**src/rtl/uart_brk_pkg.sv**
```systemverilog
package uart_brk_pkg;

   typedef enum logic [2:0] {
      ST_IDLE  = 3'd0,
      ST_BRK   = 3'd1,
      ST_START = 3'd2,
      ST_DATA  = 3'd3,
      ST_STOP  = 3'd4
   } tx_state_t;

   function automatic int max_int(input int a, input int b);
      return (a > b) ? a : b;
   endfunction

endpackage

```
**src/rtl/utx_hold_buf.sv**
```systemverilog
module utx_hold_buf #(
   parameter int DATA_W = 8
) (
   input  logic              clk,
   input  logic              rst_n,
   input  logic              en,
   input  logic              wr_stb,
   input  logic [DATA_W-1:0] wr_data,
   input  logic              take,
   output logic              vld,
   output logic [DATA_W-1:0] data
);

   if (DATA_W < 1) begin : g_bad_width
      $error("utx_hold_buf: DATA_W must be positive");
   end

   always_ff @(posedge clk or negedge rst_n) begin
      if (!rst_n) begin
         vld  <= 1'b0;
         data <= '0;
      end else if (!en) begin
         vld  <= 1'b0;
      end else begin
         if (wr_stb) begin
            vld  <= 1'b1;
            data <= wr_data;
         end else if (take) begin
            vld  <= 1'b0;
         end
      end
   end

   // the sequencer may only pop a byte that is actually held
   assert_take_valid_R8: assert property (@(posedge clk) disable iff (!rst_n)
      take |-> vld);

   // disabling drops the held byte
   assert_drop_on_off_R1: assert property (@(posedge clk) disable iff (!rst_n)
      !en |=> !vld);

endmodule

```
**src/rtl/utx_brk_trig.sv**
```systemverilog
module utx_brk_trig (
   input  logic clk,
   input  logic rst_n,
   input  logic en,
   input  logic brk_go,
   input  logic busy,
   input  logic brk_done,
   output logic trig
);

   always_ff @(posedge clk or negedge rst_n) begin
      if (!rst_n) begin
         trig <= 1'b0;
      end else if (!en) begin
         trig <= 1'b0;
      end else if (brk_done) begin
         trig <= 1'b0;
      end else if (brk_go && !busy) begin
         trig <= 1'b1;
      end
   end

   // a trigger pulse during a frame must not arm a break
   assert_ignore_busy_R7: assert property (@(posedge clk) disable iff (!rst_n)
      (en && busy && !trig) |=> !trig);

   // finishing the break stop bit clears the status
   assert_self_clear_R6: assert property (@(posedge clk) disable iff (!rst_n)
      brk_done |=> !trig);

   assert_off_clear_R1: assert property (@(posedge clk) disable iff (!rst_n)
      !en |=> !trig);

endmodule

```
**src/rtl/utx_seq.sv**
```systemverilog
module utx_seq
   import uart_brk_pkg::*;
#(
   parameter int DATA_W    = 8,
   parameter int SEL_W     = 3,
   parameter int BRK_MIN   = 13,
   parameter bit LSB_FIRST = 1'b1
) (
   input  logic              clk,
   input  logic              rst_n,
   input  logic              en,
   input  logic              tick,
   input  logic              brk_req,
   input  logic              buf_vld,
   input  logic [DATA_W-1:0] buf_data,
   input  logic [SEL_W-1:0]  sel,
   output logic              txd,
   output logic              irq,
   output logic              busy,
   output logic              take,
   output logic              brk_done
);

   localparam int BRK_MAX = BRK_MIN + (1 << SEL_W) - 1;
   localparam int CNT_W   = $clog2(max_int(BRK_MAX, DATA_W) + 1);

   if (DATA_W < 2) begin : g_bad_data
      $error("utx_seq: DATA_W must be at least 2");
   end
   if (BRK_MIN < 2) begin : g_bad_brk
      $error("utx_seq: BRK_MIN must be at least 2");
   end
   if (SEL_W < 1 || SEL_W > 6) begin : g_bad_sel
      $error("utx_seq: SEL_W out of range");
   end

   tx_state_t         st_q, st_n;
   logic [CNT_W-1:0]  cnt_q, cnt_n;
   logic [DATA_W-1:0] sh_q, sh_n;
   logic              txd_q, txd_n;
   logic              brk_q, brk_n;
   logic              irq_q;
   logic              bit_out;
   logic [DATA_W-1:0] sh_adv;
   logic              can_launch, go_brk, go_dat, frame_end;

   // serial order variant
   if (LSB_FIRST) begin : g_lsb
      assign bit_out = sh_q[0];
      assign sh_adv  = {1'b0, sh_q[DATA_W-1:1]};
   end else begin : g_msb
      assign bit_out = sh_q[DATA_W-1];
      assign sh_adv  = {sh_q[DATA_W-2:0], 1'b0};
   end

   assign frame_end  = tick && (st_q == ST_STOP);
   assign brk_done   = frame_end && brk_q;
   assign can_launch = en && tick && ((st_q == ST_IDLE) || (st_q == ST_STOP));
   assign go_brk     = can_launch && brk_req && !brk_done;
   assign go_dat     = can_launch && !go_brk && buf_vld;
   assign take       = go_dat;

   always_comb begin
      st_n  = st_q;
      cnt_n = cnt_q;
      sh_n  = sh_q;
      txd_n = txd_q;
      brk_n = brk_q;
      if (go_brk) begin
         st_n  = ST_BRK;
         cnt_n = CNT_W'(BRK_MIN - 1) + CNT_W'(sel);
         txd_n = 1'b0;
         brk_n = 1'b1;
      end else if (go_dat) begin
         st_n  = ST_START;
         sh_n  = buf_data;
         txd_n = 1'b0;
         brk_n = 1'b0;
      end else if (tick) begin
         case (st_q)
            ST_BRK: begin
               if (cnt_q == '0) begin
                  st_n  = ST_STOP;
                  txd_n = 1'b1;
               end else begin
                  cnt_n = cnt_q - 1'b1;
               end
            end
            ST_START: begin
               txd_n = bit_out;
               sh_n  = sh_adv;
               cnt_n = CNT_W'(DATA_W - 1);
               st_n  = ST_DATA;
            end
            ST_DATA: begin
               if (cnt_q == '0) begin
                  st_n  = ST_STOP;
                  txd_n = 1'b1;
               end else begin
                  txd_n = bit_out;
                  sh_n  = sh_adv;
                  cnt_n = cnt_q - 1'b1;
               end
            end
            ST_STOP: begin
               st_n  = ST_IDLE;
               txd_n = 1'b1;
               brk_n = 1'b0;
            end
            default: begin
               st_n  = ST_IDLE;
               txd_n = 1'b1;
            end
         endcase
      end
   end

   always_ff @(posedge clk or negedge rst_n) begin
      if (!rst_n) begin
         st_q  <= ST_IDLE;
         cnt_q <= '0;
         sh_q  <= '0;
         txd_q <= 1'b1;
         brk_q <= 1'b0;
         irq_q <= 1'b0;
      end else if (!en) begin
         st_q  <= ST_IDLE;
         cnt_q <= '0;
         txd_q <= 1'b1;
         brk_q <= 1'b0;
         irq_q <= 1'b0;
      end else begin
         st_q  <= st_n;
         cnt_q <= cnt_n;
         sh_q  <= sh_n;
         txd_q <= txd_n;
         brk_q <= brk_n;
         irq_q <= go_brk || go_dat;
      end
   end

   assign txd  = txd_q;
   assign irq  = irq_q;
   assign busy = (st_q != ST_IDLE);

   // idle line is high
   assert_idle_high_R2: assert property (@(posedge clk) disable iff (!rst_n)
      !busy |-> txd);

   // interrupt marks the first low bit of a launch on a tick
   assert_irq_at_start_R5: assert property (@(posedge clk) disable iff (!rst_n)
      irq |-> (!txd && busy && $past(tick)));

   assert_irq_single_R5: assert property (@(posedge clk) disable iff (!rst_n)
      irq |=> !irq);

   // line only moves on a tick edge while enabled
   assert_tick_paced_R3: assert property (@(posedge clk) disable iff (!rst_n)
      (en && $past(en) && !$past(tick)) |-> $stable(txd));

   // break stop bit is high
   assert_brk_stop_high_R4: assert property (@(posedge clk) disable iff (!rst_n)
      brk_done |-> txd);

   assert_brk_cnt_bound_R4: assert property (@(posedge clk) disable iff (!rst_n)
      (st_q == ST_BRK) |-> (cnt_q <= CNT_W'(BRK_MAX - 1)));

   // disable forces the idle line
   assert_off_idle_R1: assert property (@(posedge clk) disable iff (!rst_n)
      !$past(en) |-> (txd && !busy && !irq));

endmodule

```
**src/rtl/uart_brk_tx.sv**
```systemverilog
module uart_brk_tx #(
   parameter int DATA_W    = 8,
   parameter int SEL_W     = 3,
   parameter int BRK_MIN   = 13,
   parameter bit LSB_FIRST = 1'b1
) (
   input  logic              clk,
   input  logic              rst_n,
   input  logic              pwr_on,
   input  logic              tx_on,
   input  logic              bit_tick,
   input  logic              wr_stb,
   input  logic [DATA_W-1:0] wr_byte,
   input  logic              brk_go,
   input  logic [SEL_W-1:0]  brk_len_sel,
   output logic              txd,
   output logic              tx_irq,
   output logic              tx_busy,
   output logic              brk_active
);

   logic              en;
   logic              buf_vld;
   logic [DATA_W-1:0] buf_data;
   logic              take;
   logic              brk_done;
   logic              trig;

   assign en = pwr_on && tx_on;

   utx_hold_buf #(.DATA_W(DATA_W)) u_buf (
      .clk     (clk),
      .rst_n   (rst_n),
      .en      (en),
      .wr_stb  (wr_stb),
      .wr_data (wr_byte),
      .take    (take),
      .vld     (buf_vld),
      .data    (buf_data)
   );

   utx_brk_trig u_trig (
      .clk      (clk),
      .rst_n    (rst_n),
      .en       (en),
      .brk_go   (brk_go),
      .busy     (tx_busy),
      .brk_done (brk_done),
      .trig     (trig)
   );

   utx_seq #(
      .DATA_W    (DATA_W),
      .SEL_W     (SEL_W),
      .BRK_MIN   (BRK_MIN),
      .LSB_FIRST (LSB_FIRST)
   ) u_seq (
      .clk      (clk),
      .rst_n    (rst_n),
      .en       (en),
      .tick     (bit_tick),
      .brk_req  (trig),
      .buf_vld  (buf_vld),
      .buf_data (buf_data),
      .sel      (brk_len_sel),
      .txd      (txd),
      .irq      (tx_irq),
      .busy     (tx_busy),
      .take     (take),
      .brk_done (brk_done)
   );

   assign brk_active = trig;

   // a break never starts without its status bit set
   assert_brk_needs_trig_R6: assert property (@(posedge clk) disable iff (!rst_n)
      (tx_irq && !$past(buf_vld)) |-> brk_active);

endmodule

```
**config.mk**
```make
export PLATFORM = sky130hd
export DESIGN_NAME = uart_brk_tx
export DESIGN_NICKNAME = d
export VERILOG_FILES = /design/src/rtl/uart_brk_pkg.sv /design/src/rtl/utx_hold_buf.sv /design/src/rtl/utx_brk_trig.sv /design/src/rtl/utx_seq.sv /design/src/rtl/uart_brk_tx.sv
export SDC_FILE = /design/constraint.sdc
export NUM_CORES = 1
export LEC_CHECK = 0
export CAP_MARGIN = 30
export CORE_MARGIN = 2
export CORE_UTILIZATION = 42
export CTS_BUF_LIST = sky130_fd_sc_hd__clkbuf_4 sky130_fd_sc_hd__clkbuf_8
export CTS_CLUSTER_SIZE = 30
export DETAILED_ROUTE_END_ITERATION = 16
export GPL_TIMING_DRIVEN = 1
export HOLD_SLACK_MARGIN = 0.1
export PLACE_DENSITY_LB_ADDON = 0.1
export SYNTH_ARGS = -nofsm -noshare
export SYNTH_HDL_FRONTEND = slang
export SYNTH_SLANG_ARGS = --single-unit
```
**constraint.sdc**
```tcl
create_clock -name clk -period 4.3 [get_ports clk]
set_input_delay 0.43 -clock clk [delete_from_list [all_inputs] [get_ports clk]]
set_output_delay 0.43 -clock clk [all_outputs]
set_load 0.02 [all_outputs]
```
==> results of run 1 <==
-- per-layer routing --
| layer | up-vias | GRT usage | wire length [um] |
|---|---|---|---|
| li1 | 552 | - | - |
| met1 | 557 | 0.236 | 1450 |
| met3 | 9 | 0.0365 | 217 |
| met4 | 0 | 0.0878 | 75 |
| met2 | 41 | 0.254 | 1400 |
| met5 | - | 0 | 0 |
-- final cells by class --
cell class	instances	area, um^2
Multi-Input combinational cell	96	758
Tap cell	46	57.6
Clock buffer	6	45.0
Sequential cell	29	727
Timing Repair Buffer	22	218
Fill cell	330	1580
Clock inverter	2	10.0
Inverter	5	18.8
-- critical path: cells and delay by family --
kind / cells / cell delay (ns)
multiplexers: 2 / 0.68
AND/OR/NAND/NOR: 2 / 0.90
buffers and inverters: 1 / 0.58
-- final timing paths --
check	startpoint	endpoint	slack [ns]
min reg2reg	u_seq.txd	u_seq.txd	0.49
max	bit_tick	u_seq.sh_q[2]	1.91
max in group asynchronous	rst_n	u_seq.txd	3.51
min in group clk	u_seq.txd	u_seq.txd	0.49
max reg2reg	u_seq.st_q[0]	u_seq.sh_q[2]	1.94
min	rst_n	u_seq.cnt_q[4]	0.48
-- cell usage in the layout, fill, tap and decap left out, types with 4 or more instances in the layout --
cell type and count:
nand2_1 11, nor2_1 7, inv_1 5, dfrtp_1 28, o21ai_0 4, clkbuf_4 6
a21oi_1 9, nand3_1 4, clkdlybuf4s50_1 21, mux2_1 9, mux2_2 13
-- registers in the layout, summed over array words and instances (netlist names) --
name,count
u_buf.data,8
u_seq.sh_q,8
u_seq.cnt_q,5
u_seq.st_q,3
u_buf.vld,1
u_seq.brk_q,1
u_seq.irq,1
u_seq.txd,1
u_trig.trig,1
-- metrics by stage --
stage	hold WS, ns	std cells	util
2_1_floorplan	0.134	135	-
3_3_place_gp	0.465	198	0.521
3_5_place_dp	0.474	198	0.521
4_1_cts	0.479	206	0.537
5_1_grt	0.511	206	0.537
6_report	0.477	206	0.537
-- power breakdown --
part,total (mW),switching (mW),leakage [nW],internal (mW)
Combinational,0.0938,0.0397,0.370,0.0542
Sequential,0.321,0.0175,0.378,0.303
Clock,0.163,0.0950,0.0354,0.0684
-- kinds of logic (layout without fill, tap and decap cells) --
| family | after synthesis | in the layout |
|---|---|---|
| flip-flops | 29 | 29 |
| XOR/XNOR | 1 | 1 |
| multiplexers | 22 | 22 |
| AND/OR/NAND/NOR | 36 | 36 |
| AO/OA/AOI/OAI | 35 | 35 |
| buffers and inverters | 10 | 35 |
| adder cells (fa/ha/maj) | 2 | 2 |
==> results.ini, run 1 <==
[timing]
timing.setup.tns_ns=0
relSlewSlack=0.671
setup_viol=0
worst_slack_ns=1.91
finClkSkew_ns=0.00462
fin_crit_ns=2.39
clock.fmax_mhz=418
slew_viol_final=0
finalHoldViolCount=0
worstMarginPinSlew_ns=0.492
rsz0062_at_grt=no
fin_crit_sh=0.556

[finish]
area_growth_pct=19.7
antennaDiodeCount=0
nets=179
layout-drive-gt1-share=0.188
final_cell_area_um2=1830

[clock_network]
clockBufferDepth=2
htreeDepth=2
cts_tree=yes
clock_sinks=29
clk_latency_ns=0.32
numCtsBuffers=5
cts_resized=0
cts-root-buf=clkbuf_4
path_clk_slew_ns=0.09
post_cts_buffers=0
cts_hold_buf=0

[detailed_routing]
drc_errors=0
avgViaCountPerCell=5.63
wl_per_cell_um=15.2
vias=1159
routed_wl_um=3140
drtIter0Drc=60
drtPass1Iterations=4
drtAntennaViolNets=0

[hold_path]
hold_class=input port to asynchronous set/reset pin

[die]
design.core.area_um2=3420
die_h_um=64.4
row_count=21
initial_core_util=0.449
die_area_um2=4150
boundaryPins=22
dieWidth_um=64.4

[grt]
grt_pass1_wl_um=5460
grt_pass1_vias=1155
antenna_found_initial=0
grt_remaining_overflow=0
grt_start_max_net_pins=30
grt_usage=0.171

[setup_path]
arrival_ns=2.60
crit_type=input port to flip-flop
cp_slowest_stage_delay_ns=0.58
slowest_stage=clkdlybuf4s50_1
crit_chain=clkdlybuf4s50_1, nand4bb_1, nor3_4, mux2_2, mux2_1
worstRegToRegCells=4
cp.required_ns=4.51
crit_fanout=9
cp-end-kind=flip-flop
start_kind=input port

[power]
p_leak_nw=0.783
pwr_density_cell_nw_per_um2=315
max-vdd-ir-drop_mv=0.164
power_mw=0.578

[logic_synthesis]
synth_edf_count=0
ys_ff_latch=29
ys_warn_count=0
synth_top_area_cell=dfrtp_1
synth_top_area_frac=0.457
synth_common_cells=dfrtp_1, mux2_2, nand2_1
netlist_area_um2=1530
synth.distinct_cells=42
synthSimpleGateAreaFrac=0.140
seq_area_frac_synth=0.474
synth_fa_ha_area_frac=0.0163
synth_area_leaders=dfrtp_1, mux2_2, mux2_1
syn_area_per_cell_um2=11.4
synth_flop_cell=dfrtp_1
synth_fp_nets=155
synth_cells=135
synth.most_common_cell=dfrtp_1
synth_compound_area_frac=0.171
synthXorXnorAreaFrac=0.00571
synthMuxAreaShare=0.162
ys_async_sr_fraction=1.00
synth_top_family_by_area=compound AO/OA/AOI/OAI gates

[placed_design]
dp_hpwl_um=2230
pre_cts_ws_ns=1.55
gp_congestion=0.886
portBuffers=21
place_area_um2=1780

[job]
drv_cap=0

[run_status]
outcome=completed

No activity file was read; power rests on OpenSTA's default activity.
==> run 2: changes to the inputs <==
Clock period 4.3 ns to 2.1 ns, I/O delays scaled along.
==> results.ini, run 2 (synthesis results as in run 1) <==
[grt]
grt_pass1_vias=1231  ; +6.6%
grt_usage=0.182  ; +0.0112
antenna_found_initial=0  ; unchanged
grt_start_max_net_pins=30  ; unchanged
grt_pass1_wl_um=5670  ; +3.8%
grt_remaining_overflow=0  ; unchanged

[detailed_routing]
drtPass1Iterations=4  ; unchanged
drtIter0Drc=69  ; +15%
drc_errors=0  ; unchanged
wl_per_cell_um=15.3  ; +0.40%
routed_wl_um=3270  ; +4.3%
avgViaCountPerCell=5.56  ; -1.2%
vias=1189  ; +2.6%
drtAntennaViolNets=0  ; unchanged

[power]
max-vdd-ir-drop_mv=0.380  ; +130%
internal_power_mw=1.04  ; +140%
swShare=0.236  ; -0.0276
clkPwrFrac=0.367  ; +0.084
seq_power_share=0.483  ; -0.072
pwr_density_cell_nw_per_um2=699  ; +120%
combinationalPowerShare=0.150  ; -0.012
power_mw=1.36  ; +130%
p_switching_mw=0.319  ; +110%
p_leak_nw=0.839  ; +7.2%

[finish]
final_cell_area_um2=1940  ; +5.8%
top_regs=u_buf.data: 8 flops, u_seq.sh_q: 8 flops, u_seq.cnt_q: 5 flops
antennaDiodeCount=0  ; unchanged
final_common_cell=dfrtp_1
nets=187  ; +4.5%
layout_common_cells=dfrtp_1, clkdlybuf4s50_1, mux2_2, nand2_1
layout-drive-gt1-share=0.226  ; +0.0387
area_growth_pct=26.6

[setup_path]
cp_slowest_stage_delay_ns=0.54  ; -0.04 ns
crit_chain=buf_4, nor2_1, nand2_1, clkdlybuf4s50_1
crit_fanout=12  ; +3
start_kind=flip-flop
arrival_ns=1.73  ; -0.87 ns
slowest_stage=clkdlybuf4s50_1
cp-end-kind=output pin
crit_type=flip-flop to output pin
cp.required_ns=1.89  ; -2.62 ns

[clock_network]
htreeDepth=2  ; unchanged
post_cts_buffers=0  ; unchanged
cts_tree=yes
clock_sinks=29  ; unchanged
cts_resized=0  ; unchanged
cts_hold_buf=0  ; unchanged
cts-root-buf=clkbuf_4
clockBufferDepth=2  ; unchanged
clk_latency_ns=0.33  ; about the same
numCtsBuffers=5  ; unchanged
path_clk_slew_ns=0.09  ; about the same

[timing]
fin_crit_sh=0.923
worst_slack_ns=0.163  ; -1.74 ns
setup_viol=0  ; unchanged
relSlewSlack=0.686  ; +0.0153
worstMarginPinSlew_ns=0.469  ; -0.0228 ns
finalHoldViolCount=0  ; unchanged
finClkSkew_ns=0.00244  ; -0.00219 ns
holdWs_ns=0.249  ; -0.228 ns
fin_crit_ns=1.94
clock.fmax_mhz=516
slew_viol_final=0  ; unchanged
rsz0062_at_grt=no

[hold_path]
hold_class=input port to asynchronous set/reset pin

[die]
row_count=21  ; unchanged
die_h_um=64.4  ; unchanged
die_area_um2=4150  ; unchanged
design.core.area_um2=3420  ; unchanged
initial_core_util=0.449  ; unchanged
dieWidth_um=64.4  ; unchanged
boundaryPins=22  ; unchanged

[placed_design]
dp_hpwl_um=2410  ; +8.0%
place_area_um2=1850  ; +4.1%
gp_congestion=0.902  ; +1.9%
pre_cts_ws_ns=-0.0334  ; -1.58 ns
portBuffers=21  ; unchanged

[job]
drv_cap=0  ; unchanged

[run_status]
outcome=completed

run 2: cell count changes in the layout (fill, tap and decap cells not counted):
| cell | before | now |
|---|---|---|
| buf_12 | 0 | 1 |
| buf_4 | 1 | 8 |
| bufinv_16 | 0 | 1 |
| clkbuf_8 | 0 | 1 |
| clkinv_2 | 2 | 0 |
run 2: worst max-delay path: cells and delay by family, from the launching register on:
family	cells	cell delay [ns]
and+or+nand+nor	2	0.29
buffers and inverters	2	0.72
DFF	1	0.40
run 2: layout make-up:
class	instances	area [um^2]
Tap cell	46	57.6
Clock buffer	7	58.8
Multi-Input combinational cell	96	758
Fill cell	305	1480
Sequential cell	29	727
Inverter	5	18.8
Timing Repair Buffer	30	290
Clock inverter	1	30.0
run 2: worst paths after layout:
kind                                start              to  slack [ns]  cells past startpoint
setup reg to reg           u_seq.cnt_q[0]   u_seq.sh_q[2]        0.17                      6
setup / recovery            u_seq.st_q[0]         tx_busy        0.16                      4
hold / removal                      rst_n  u_seq.cnt_q[4]        0.25                      2
max in group asynchronous           rst_n       u_seq.txd        1.54                      2
min in group clk           brk_len_sel[0]  u_seq.cnt_q[0]        0.46                      3
hold reg to reg                 u_seq.txd       u_seq.txd        0.48                      2
run 2: metrics by stage:
| stage | cells | setup TNS [ns] | utilization |
|---|---|---|---|
| finish | 214 | 0 | 0.568 |
| CTS | 214 | 0 | 0.568 |
| floorplan | 135 | 0 | - |
| detailed placement | 206 | -0.152 | 0.542 |
| global placement | 206 | 0 | 0.542 |
| global route | 214 | 0 | 0.568 |
run 2: routing by layer:
| metal | up-vias | part of all wire | wire length, um | track usage |
|---|---|---|---|---|
| met5 | - | 0 | 0 | 0 |
| met4 | 0 | 0.0089 | 29 | 0.0612 |
| met3 | 4 | 0.063 | 206 | 0.0660 |
| met2 | 25 | 0.46 | 1490 | 0.285 |
| met1 | 595 | 0.47 | 1540 | 0.235 |
| li1 | 565 | - | - | - |
run 2: power groups by stage:
stage	clock network [mW]	registers [mW]	logic, mW
floorplan	0	0.656	0.122
global placement	0	0.664	0.198
detailed placement	0	0.666	0.205
CTS	0.516	0.655	0.206
global route	0.540	0.664	0.226
finish	0.498	0.655	0.203
